[src/rtl/uart_os_pkg.sv]
package uart_os_pkg;
    typedef enum logic [1:0] {
        RX_IDLE  = 2'd0,
        RX_LEAD  = 2'd1,
        RX_COUNT = 2'd2
    } rx_state_e;
endpackage

[src/rtl/uart_os_sync.sv]
module uart_os_sync (
    input  logic clk,
    input  logic rst_n,
    input  logic line_i,
    output logic level_o,
    output logic fall_o
);
    typedef struct packed {
        logic s1;
        logic s2;
        logic s3;
    } sync_t;

    sync_t sync_d, sync_q;

    always_comb begin
        sync_d.s1 = line_i;
        sync_d.s2 = sync_q.s1;
        sync_d.s3 = sync_q.s2;
    end

    always_ff @(posedge clk or negedge rst_n) begin
        if (!rst_n) sync_q <= '1;
        else        sync_q <= sync_d;
    end

    assign level_o = sync_q.s2;
    assign fall_o  = sync_q.s3 & ~sync_q.s2;


    fall_after_high_chk: assert property (@(posedge clk) disable iff (!rst_n)
        fall_o |-> $past(level_o));
endmodule

[src/rtl/uart_os_tick.sv]
module uart_os_tick #(
    parameter int DIV = 651
) (
    input  logic clk,
    input  logic rst_n,
    input  logic restart_i,
    output logic tick_o
);
    localparam int W = (DIV > 2) ? $clog2(DIV) : 1;
    localparam logic [W-1:0] LAST = W'(DIV - 1);

    typedef struct packed {
        logic [W-1:0] div;
    } tick_t;

    tick_t tick_d, tick_q;

    always_comb begin
        tick_d = tick_q;
        if (restart_i || tick_q.div == LAST) tick_d.div = '0;
        else                                tick_d.div = tick_q.div + 1'b1;
    end

    always_ff @(posedge clk or negedge rst_n) begin
        if (!rst_n) tick_q <= '0;
        else        tick_q <= tick_d;
    end

    assign tick_o = (tick_q.div == LAST) && !restart_i;


    tick_spacing_chk: assert property (@(posedge clk) disable iff (!rst_n)
        tick_o |=> !tick_o);
endmodule

[src/rtl/uart_os_frame.sv]
module uart_os_frame
    import uart_os_pkg::*;
#(
    parameter int OVERSAMPLE = 8,
    parameter int DATA_BITS  = 8,
    parameter int CNT_W      = 16
) (
    input  logic clk,
    input  logic rst_n,
    input  logic fall_i,
    input  logic tick_i,
    output logic restart_o,
    output logic data_stb_o,
    output logic stop_stb_o
);
    localparam int FIRST_CNT  = OVERSAMPLE + 1;
    localparam int STOP_CNT   = FIRST_CNT + DATA_BITS * OVERSAMPLE;
    localparam int LEAD_TICKS = OVERSAMPLE / 2 - 1;

    typedef struct packed {
        rx_state_e      state;
        logic [CNT_W-1:0] cnt;
    } frame_t;

    frame_t fr_d, fr_q;
    logic [CNT_W-1:0]     cnt_nx;
    logic [DATA_BITS-1:0] hit;
    logic                 stop_hit;

    assign cnt_nx = fr_q.cnt + 1'b1;

    for (genvar g = 0; g < DATA_BITS; g++) begin : g_hit
        assign hit[g] = (cnt_nx == CNT_W'(FIRST_CNT + g * OVERSAMPLE));
    end
    assign stop_hit = (cnt_nx == CNT_W'(STOP_CNT));

    assign restart_o  = fall_i && (fr_q.state == RX_IDLE);
    assign data_stb_o = (fr_q.state == RX_COUNT) && tick_i && (|hit);
    assign stop_stb_o = (fr_q.state == RX_COUNT) && tick_i && stop_hit;

    always_comb begin
        fr_d = fr_q;
        unique case (fr_q.state)
            RX_IDLE: begin
                if (fall_i) begin
                    fr_d.cnt   = '0;
                    fr_d.state = (LEAD_TICKS > 0) ? RX_LEAD : RX_COUNT;
                end
            end
            RX_LEAD: begin
                if (tick_i) begin
                    if (cnt_nx == CNT_W'(LEAD_TICKS)) begin
                        fr_d.cnt   = '0;
                        fr_d.state = RX_COUNT;
                    end else begin
                        fr_d.cnt = cnt_nx;
                    end
                end
            end
            RX_COUNT: begin
                if (tick_i) begin
                    fr_d.cnt = cnt_nx;
                    if (stop_hit) begin
                        fr_d.cnt   = '0;
                        fr_d.state = RX_IDLE;
                    end
                end
            end
            default: fr_d.state = RX_IDLE;
        endcase
    end

    always_ff @(posedge clk or negedge rst_n) begin
        if (!rst_n) fr_q <= '{state: RX_IDLE, cnt: '0};
        else        fr_q <= fr_d;
    end


    cnt_bound_chk: assert property (@(posedge clk) disable iff (!rst_n)
        fr_q.cnt <= CNT_W'(STOP_CNT));

    idle_after_stop_chk: assert property (@(posedge clk) disable iff (!rst_n)
        stop_stb_o |=> fr_q.state == RX_IDLE);

    no_restart_busy_chk: assert property (@(posedge clk) disable iff (!rst_n)
        (fr_q.state == RX_COUNT && fall_i && !tick_i) |=> fr_q.state == RX_COUNT);
endmodule

[src/rtl/uart_os_shift.sv]
module uart_os_shift #(
    parameter int DATA_BITS = 8
) (
    input  logic                 clk,
    input  logic                 rst_n,
    input  logic                 level_i,
    input  logic                 data_stb_i,
    input  logic                 stop_stb_i,
    output logic [DATA_BITS-1:0] data_o,
    output logic                 valid_o,
    output logic                 ferr_o
);
    localparam int SW = $clog2(DATA_BITS + 1);

    typedef struct packed {
        logic [DATA_BITS-1:0] sh;
        logic [DATA_BITS-1:0] data;
        logic                 valid;
        logic                 ferr;
        logic [SW-1:0]        nsamp;
    } shift_t;

    shift_t sh_d, sh_q;

    always_comb begin
        sh_d       = sh_q;
        sh_d.valid = 1'b0;
        if (data_stb_i) begin
            sh_d.sh    = {level_i, sh_q.sh[DATA_BITS-1:1]};
            sh_d.nsamp = sh_q.nsamp + 1'b1;
        end
        if (stop_stb_i) begin
            sh_d.data  = sh_q.sh;
            sh_d.ferr  = ~level_i;
            sh_d.valid = 1'b1;
            sh_d.nsamp = '0;
        end
    end

    always_ff @(posedge clk or negedge rst_n) begin
        if (!rst_n) sh_q <= '0;
        else        sh_q <= sh_d;
    end

    assign data_o  = sh_q.data;
    assign valid_o = sh_q.valid;
    assign ferr_o  = sh_q.ferr;


    eight_samples_chk: assert property (@(posedge clk) disable iff (!rst_n)
        stop_stb_i |-> sh_q.nsamp == SW'(DATA_BITS));

    valid_pulse_chk: assert property (@(posedge clk) disable iff (!rst_n)
        valid_o |=> !valid_o);

    data_hold_chk: assert property (@(posedge clk) disable iff (!rst_n)
        !valid_o |-> ($stable(data_o) && $stable(ferr_o)));
endmodule

[src/rtl/uart_os_rx.sv]
module uart_os_rx #(
    parameter int CLK_HZ     = 50_000_000,
    parameter int BAUD       = 9600,
    parameter int OVERSAMPLE = 8,
    parameter int DATA_BITS  = 8,
    parameter int CNT_W      = 16
) (
    input  logic                 clk,
    input  logic                 rst_n,
    input  logic                 rx_line,
    output logic [DATA_BITS-1:0] rx_data,
    output logic                 rx_valid,
    output logic                 rx_frame_err
);
    localparam int CLKS_PER_TICK = CLK_HZ / (BAUD * OVERSAMPLE);

    logic level, fall, restart, tick, data_stb, stop_stb;

    uart_os_sync u_sync (
        .clk     (clk),
        .rst_n   (rst_n),
        .line_i  (rx_line),
        .level_o (level),
        .fall_o  (fall)
    );

    uart_os_tick #(.DIV(CLKS_PER_TICK)) u_tick (
        .clk       (clk),
        .rst_n     (rst_n),
        .restart_i (restart),
        .tick_o    (tick)
    );

    uart_os_frame #(
        .OVERSAMPLE (OVERSAMPLE),
        .DATA_BITS  (DATA_BITS),
        .CNT_W      (CNT_W)
    ) u_frame (
        .clk        (clk),
        .rst_n      (rst_n),
        .fall_i     (fall),
        .tick_i     (tick),
        .restart_o  (restart),
        .data_stb_o (data_stb),
        .stop_stb_o (stop_stb)
    );

    uart_os_shift #(.DATA_BITS(DATA_BITS)) u_shift (
        .clk        (clk),
        .rst_n      (rst_n),
        .level_i    (level),
        .data_stb_i (data_stb),
        .stop_stb_i (stop_stb),
        .data_o     (rx_data),
        .valid_o    (rx_valid),
        .ferr_o     (rx_frame_err)
    );


    valid_after_stop_chk: assert property (@(posedge clk) disable iff (!rst_n)
        rx_valid |-> $past(stop_stb));

    ferr_from_line_chk: assert property (@(posedge clk) disable iff (!rst_n)
        rx_valid |-> rx_frame_err == !$past(level));
endmodule

[config.mk]
export PLATFORM = sky130hd
export DESIGN_NAME = uart_os_rx
export DESIGN_NICKNAME = d
export VERILOG_FILES = /design/src/rtl/uart_os_pkg.sv /design/src/rtl/uart_os_sync.sv /design/src/rtl/uart_os_tick.sv /design/src/rtl/uart_os_frame.sv /design/src/rtl/uart_os_shift.sv /design/src/rtl/uart_os_rx.sv
export SDC_FILE = /design/constraint.sdc
export NUM_CORES = 1
export LEC_CHECK = 0
export BUFFER_PORTS_ARGS = -buffer_cell sky130_fd_sc_hd__buf_2
export CAP_MARGIN = 20
export CORE_ASPECT_RATIO = 0.6
export CORE_UTILIZATION = 55
export CTS_CLUSTER_DIAMETER = 100
export DETAILED_ROUTE_END_ITERATION = 7
export MAX_ROUTING_LAYER = met4
export PLACE_DENSITY = 0.75
export SYNTH_ARGS = -nofsm -noshare
export SYNTH_HDL_FRONTEND = slang
export SYNTH_HIERARCHICAL = 1
export SYNTH_SLANG_ARGS = --single-unit
export TNS_END_PERCENT = 1
[constraint.sdc]
create_clock -name clk -period 2.75 [get_ports clk]
set_input_delay 0.4125 -clock clk [delete_from_list [all_inputs] [get_ports clk]]
set_output_delay 0.4125 -clock clk [all_outputs]
set_load 0.02 [all_outputs]
==> metrics.yaml <==
outcome:
  status: "finished clean"
placement:
  pre_cts_slack_ns: -0.0462
  dpl.hpwl_mm: 4.48
  placed_cells: 381
  place.gp.congestion: 0.892
  io_buffers: 12
  placed_cell_area_um2: 3140
timing:
  fin_skew_ns: 0.0120
  rsz0062_at_grt: "yes"
  setup_slack_ns: 0.0317
  slew-limit-headroom: 0.587
  period_share: 0.988
  worstMarginPinSlew_ns: 0.619
  finalSetupViolations: 0
  final_hold_viol_count: 0
  holdWs_ns: 0.110
  fmax_ghz: 0.368
  drv_slew: 0
  finalCriticalPeriod_ns: 2.72
routing:
  drc_errors: 0
  via_count: 2342
  dr.pass1.iters: 4
  routed_wl_mm: 6.44
  viasPerCell: 5.96
  wl_per_cell_um: 16.4
  drt_iter0_drc: 194
  drt.antenna.violating_nets: 0
die:
  dieWidth_um: 96.4
  start_util: 0.576
  die-area_um2: 5650
  die_y_um: 58.7
  num_io_pins: 13
  core_region_area_um2: 5100
  rows: 20
power_and_ir_drop:
  seq_power_share: 0.420
  p_leak_uw: 0.00149
  ir_drop_v: 0.000309
  combPwrFrac: 0.363
  power_density_nw_per_um2: 620
  switching_share: 0.390
  internal_power_uw: 1280
  switchingPower_uw: 817
  clkPwrFrac: 0.216
clock_tree:
  numCtsBuffers: 5
  cts_sinks: 49
  cts_buffer_depth: 2
  cts-root-buf: "clkbuf_8"
  cts_tree: "built"
  htreeDepth: 2
  cts_hold_buffers: 0
  clock_latency_ns: 0.31
  clk_pin_slew_worst_paths_ns: 0.10
cells_and_area:
  final_cells: 393
  post_route_cells_drive_above_1_share: 0.303
  final_area_um2: 3380
  diodes: 0
  fin_util: 0.663
  n_fill_cell: 405
  area_growth_syn_to_layout_pct: 15.0
  nets: 338
setup_path:
  worstPathRequired_ns: 2.94
  critPathArrivalTime_ns: 2.91
  cp_max_fo: 7
  critPathLaunchType: "flop"
  crit_type: "reg -> reg"
  r2r_cells: 9
  critPathCaptureType: "flop"
global_routing:
  grt_pass1_vias: 2113
  grt_pass1_wl_mm: 10.2
  grt_util_all_layers: 0.243
  grt-ovfl-total: 0
  grt_max_degree: 29
  grt_antenna_before_repair: 0
synth:
  synth_async_sr_flop_share: 1.00
  synth_edf_count: 0
  syn_inst: 302
  syn_area_um2: 2940
  synth_warnings: 6
  syn_area_per_cell_um2: 9.74
  seq_area_frac_synth: 0.418
  synthDistinctLibCells: 54
  ys.flop_type: "dfrtp_1"
  ys_ff_latch: 49
  synth_nets: 314
worst_hold_path:
  hp-class: "in -> async"
run:
  drv_cap: 0
## cell usage after synthesis (all sizes together), types with 3 or more instances
master / n / share of area
nand4: 10 / 0.028
o22ai: 4 / 0.0085
nor2: 15 / 0.019
or3: 10 / 0.022
a31oi: 3 / 0.0064
o211ai: 9 / 0.023
inv: 10 / 0.013
mux2i: 3 / 0.010
nor2b: 4 / 0.011
nand3: 14 / 0.026
xnor2: 5 / 0.015
a21oi: 9 / 0.017
nand2: 39 / 0.050
buf: 20 / 0.047
xor2: 5 / 0.015
nor3: 12 / 0.020
ha: 9 / 0.038
dfrtp: 46 / 0.39
clkbuf: 7 / 0.0089
o21ai: 15 / 0.026
mux2: 17 / 0.087
nor3b: 3 / 0.0077
dfstp: 3 / 0.027
## logic make-up after synthesis
kind of cell               share of synthesized area
xor gates and xnor gates                      0.0298
AOI/OAI and AO/OA                              0.128
muxes                                         0.0970
DFF                                            0.418
adders and majority gates                     0.0383
buffers and inverters                         0.0689
and+or+nand+nor                                0.219
## repair_timing
action / in CTS / in global routing
endpoints found under the setup margin: 11 / 25
resized for setup: 1 / 27
cloned: 0 / 1
pin swaps: 0 / 5
setup buffers: 0 / 3
endpoints found under the hold margin: 0 / 0
## cells in the final DEF, fill, tap and decap left out, drive strengths merged, types with 3 or more instances in the layout
| master | instances |
|---|---|
| dfstp | 3 |
| nand3 | 14 |
| nor2 | 15 |
| or3 | 10 |
| inv | 12 |
| clkbuf | 5 |
| ha | 9 |
| a21oi | 9 |
| buf | 44 |
| mux2i | 3 |
| dfrtp | 46 |
| o22ai | 4 |
| nand2 | 39 |
| mux2 | 17 |
| nor3b | 3 |
| nand4 | 10 |
| o21ai | 15 |
| o211ai | 9 |
| nor3 | 12 |
| xor2 | 5 |
| nor2b | 4 |
| xnor2 | 5 |
| a31oi | 3 |
## metal layers
layer,vias to the layer above,track usage,wire [um]
li1,1125,-,-
met1,1144,0.359,3270
met2,68,0.343,2800
met3,5,0.0504,331
met4,0,0.0483,29
met5,-,-,0
## critical path, stage by stage, from the launching register on
cell and delay, ns:
dfrtp_2 0.44, ha_4 0.17, buf_4 0.15, or3_1 0.36
a21oi_1 0.14, a31o_2 0.15, nand4_1 0.15, or3_1 0.35
a221o_1 0.37, mux2_4 0.31
## per-stage QoR
| stage | total power (uW) | TNS [ns] |
|---|---|---|
| floorplan | 1330 | -0.569 |
| global placement | 1570 | 0 |
| detailed placement | 1590 | -0.300 |
| CTS | 2050 | 0 |
| global route | 2210 | -0.629 |
| finish | 2100 | 0 |
## sequential cells by signal (all words and copies together) (netlist names)
name,count
u_sync/sync_d,1
u_shift/data_o,8
u_frame/fr_q,18
u_shift/sh_q,8
u_shift/valid_o,1
u_sync/level_o,1
u_shift/ferr_o,1
u_tick/tick_q,10
u_sync/sync_q,1
## worst paths after layout
check                                            startpoint                            to  slack [ns]
min in group clk                                    rx_line    u_sync/sync_d[1]$_DFF_PN1_        0.20
worst max-delay path            u_frame/fr_q[0]$_DFFE_PN0P_  u_frame/fr_q[17]$_DFFE_PN0P_        0.03
worst max register to register  u_frame/fr_q[0]$_DFFE_PN0P_  u_frame/fr_q[17]$_DFFE_PN0P_        0.03
worst min register to register   u_sync/sync_d[1]$_DFF_PN1_      u_sync/level_o$_DFF_PN1_        0.36
max in group asynchronous                             rst_n    u_sync/sync_q[0]$_DFF_PN1_        1.86
worst min-delay path                                  rst_n   u_frame/fr_q[4]$_DFFE_PN0P_        0.11
## power groups by stage
stage	logic [uW]	clock network [uW]	registers (uW)
floorplan	449	0	880
global placement	685	0	882
detailed placement	711	0	883
CTS	712	462	872
global route	829	487	892
finish	761	453	881
## area by class of cell
class                           instances  area, um^2  area share
Multi-Input combinational cell        216        1610       0.477
Sequential cell                        49        1230       0.365
Timing Repair Buffer                   44         319      0.0943
Tap cell                               66        82.6      0.0244
Clock buffer                            5        68.8      0.0203
Inverter                               10        37.5      0.0111
Clock inverter                          3        25.0     0.00740
Power figures use the tool's default switching activity.
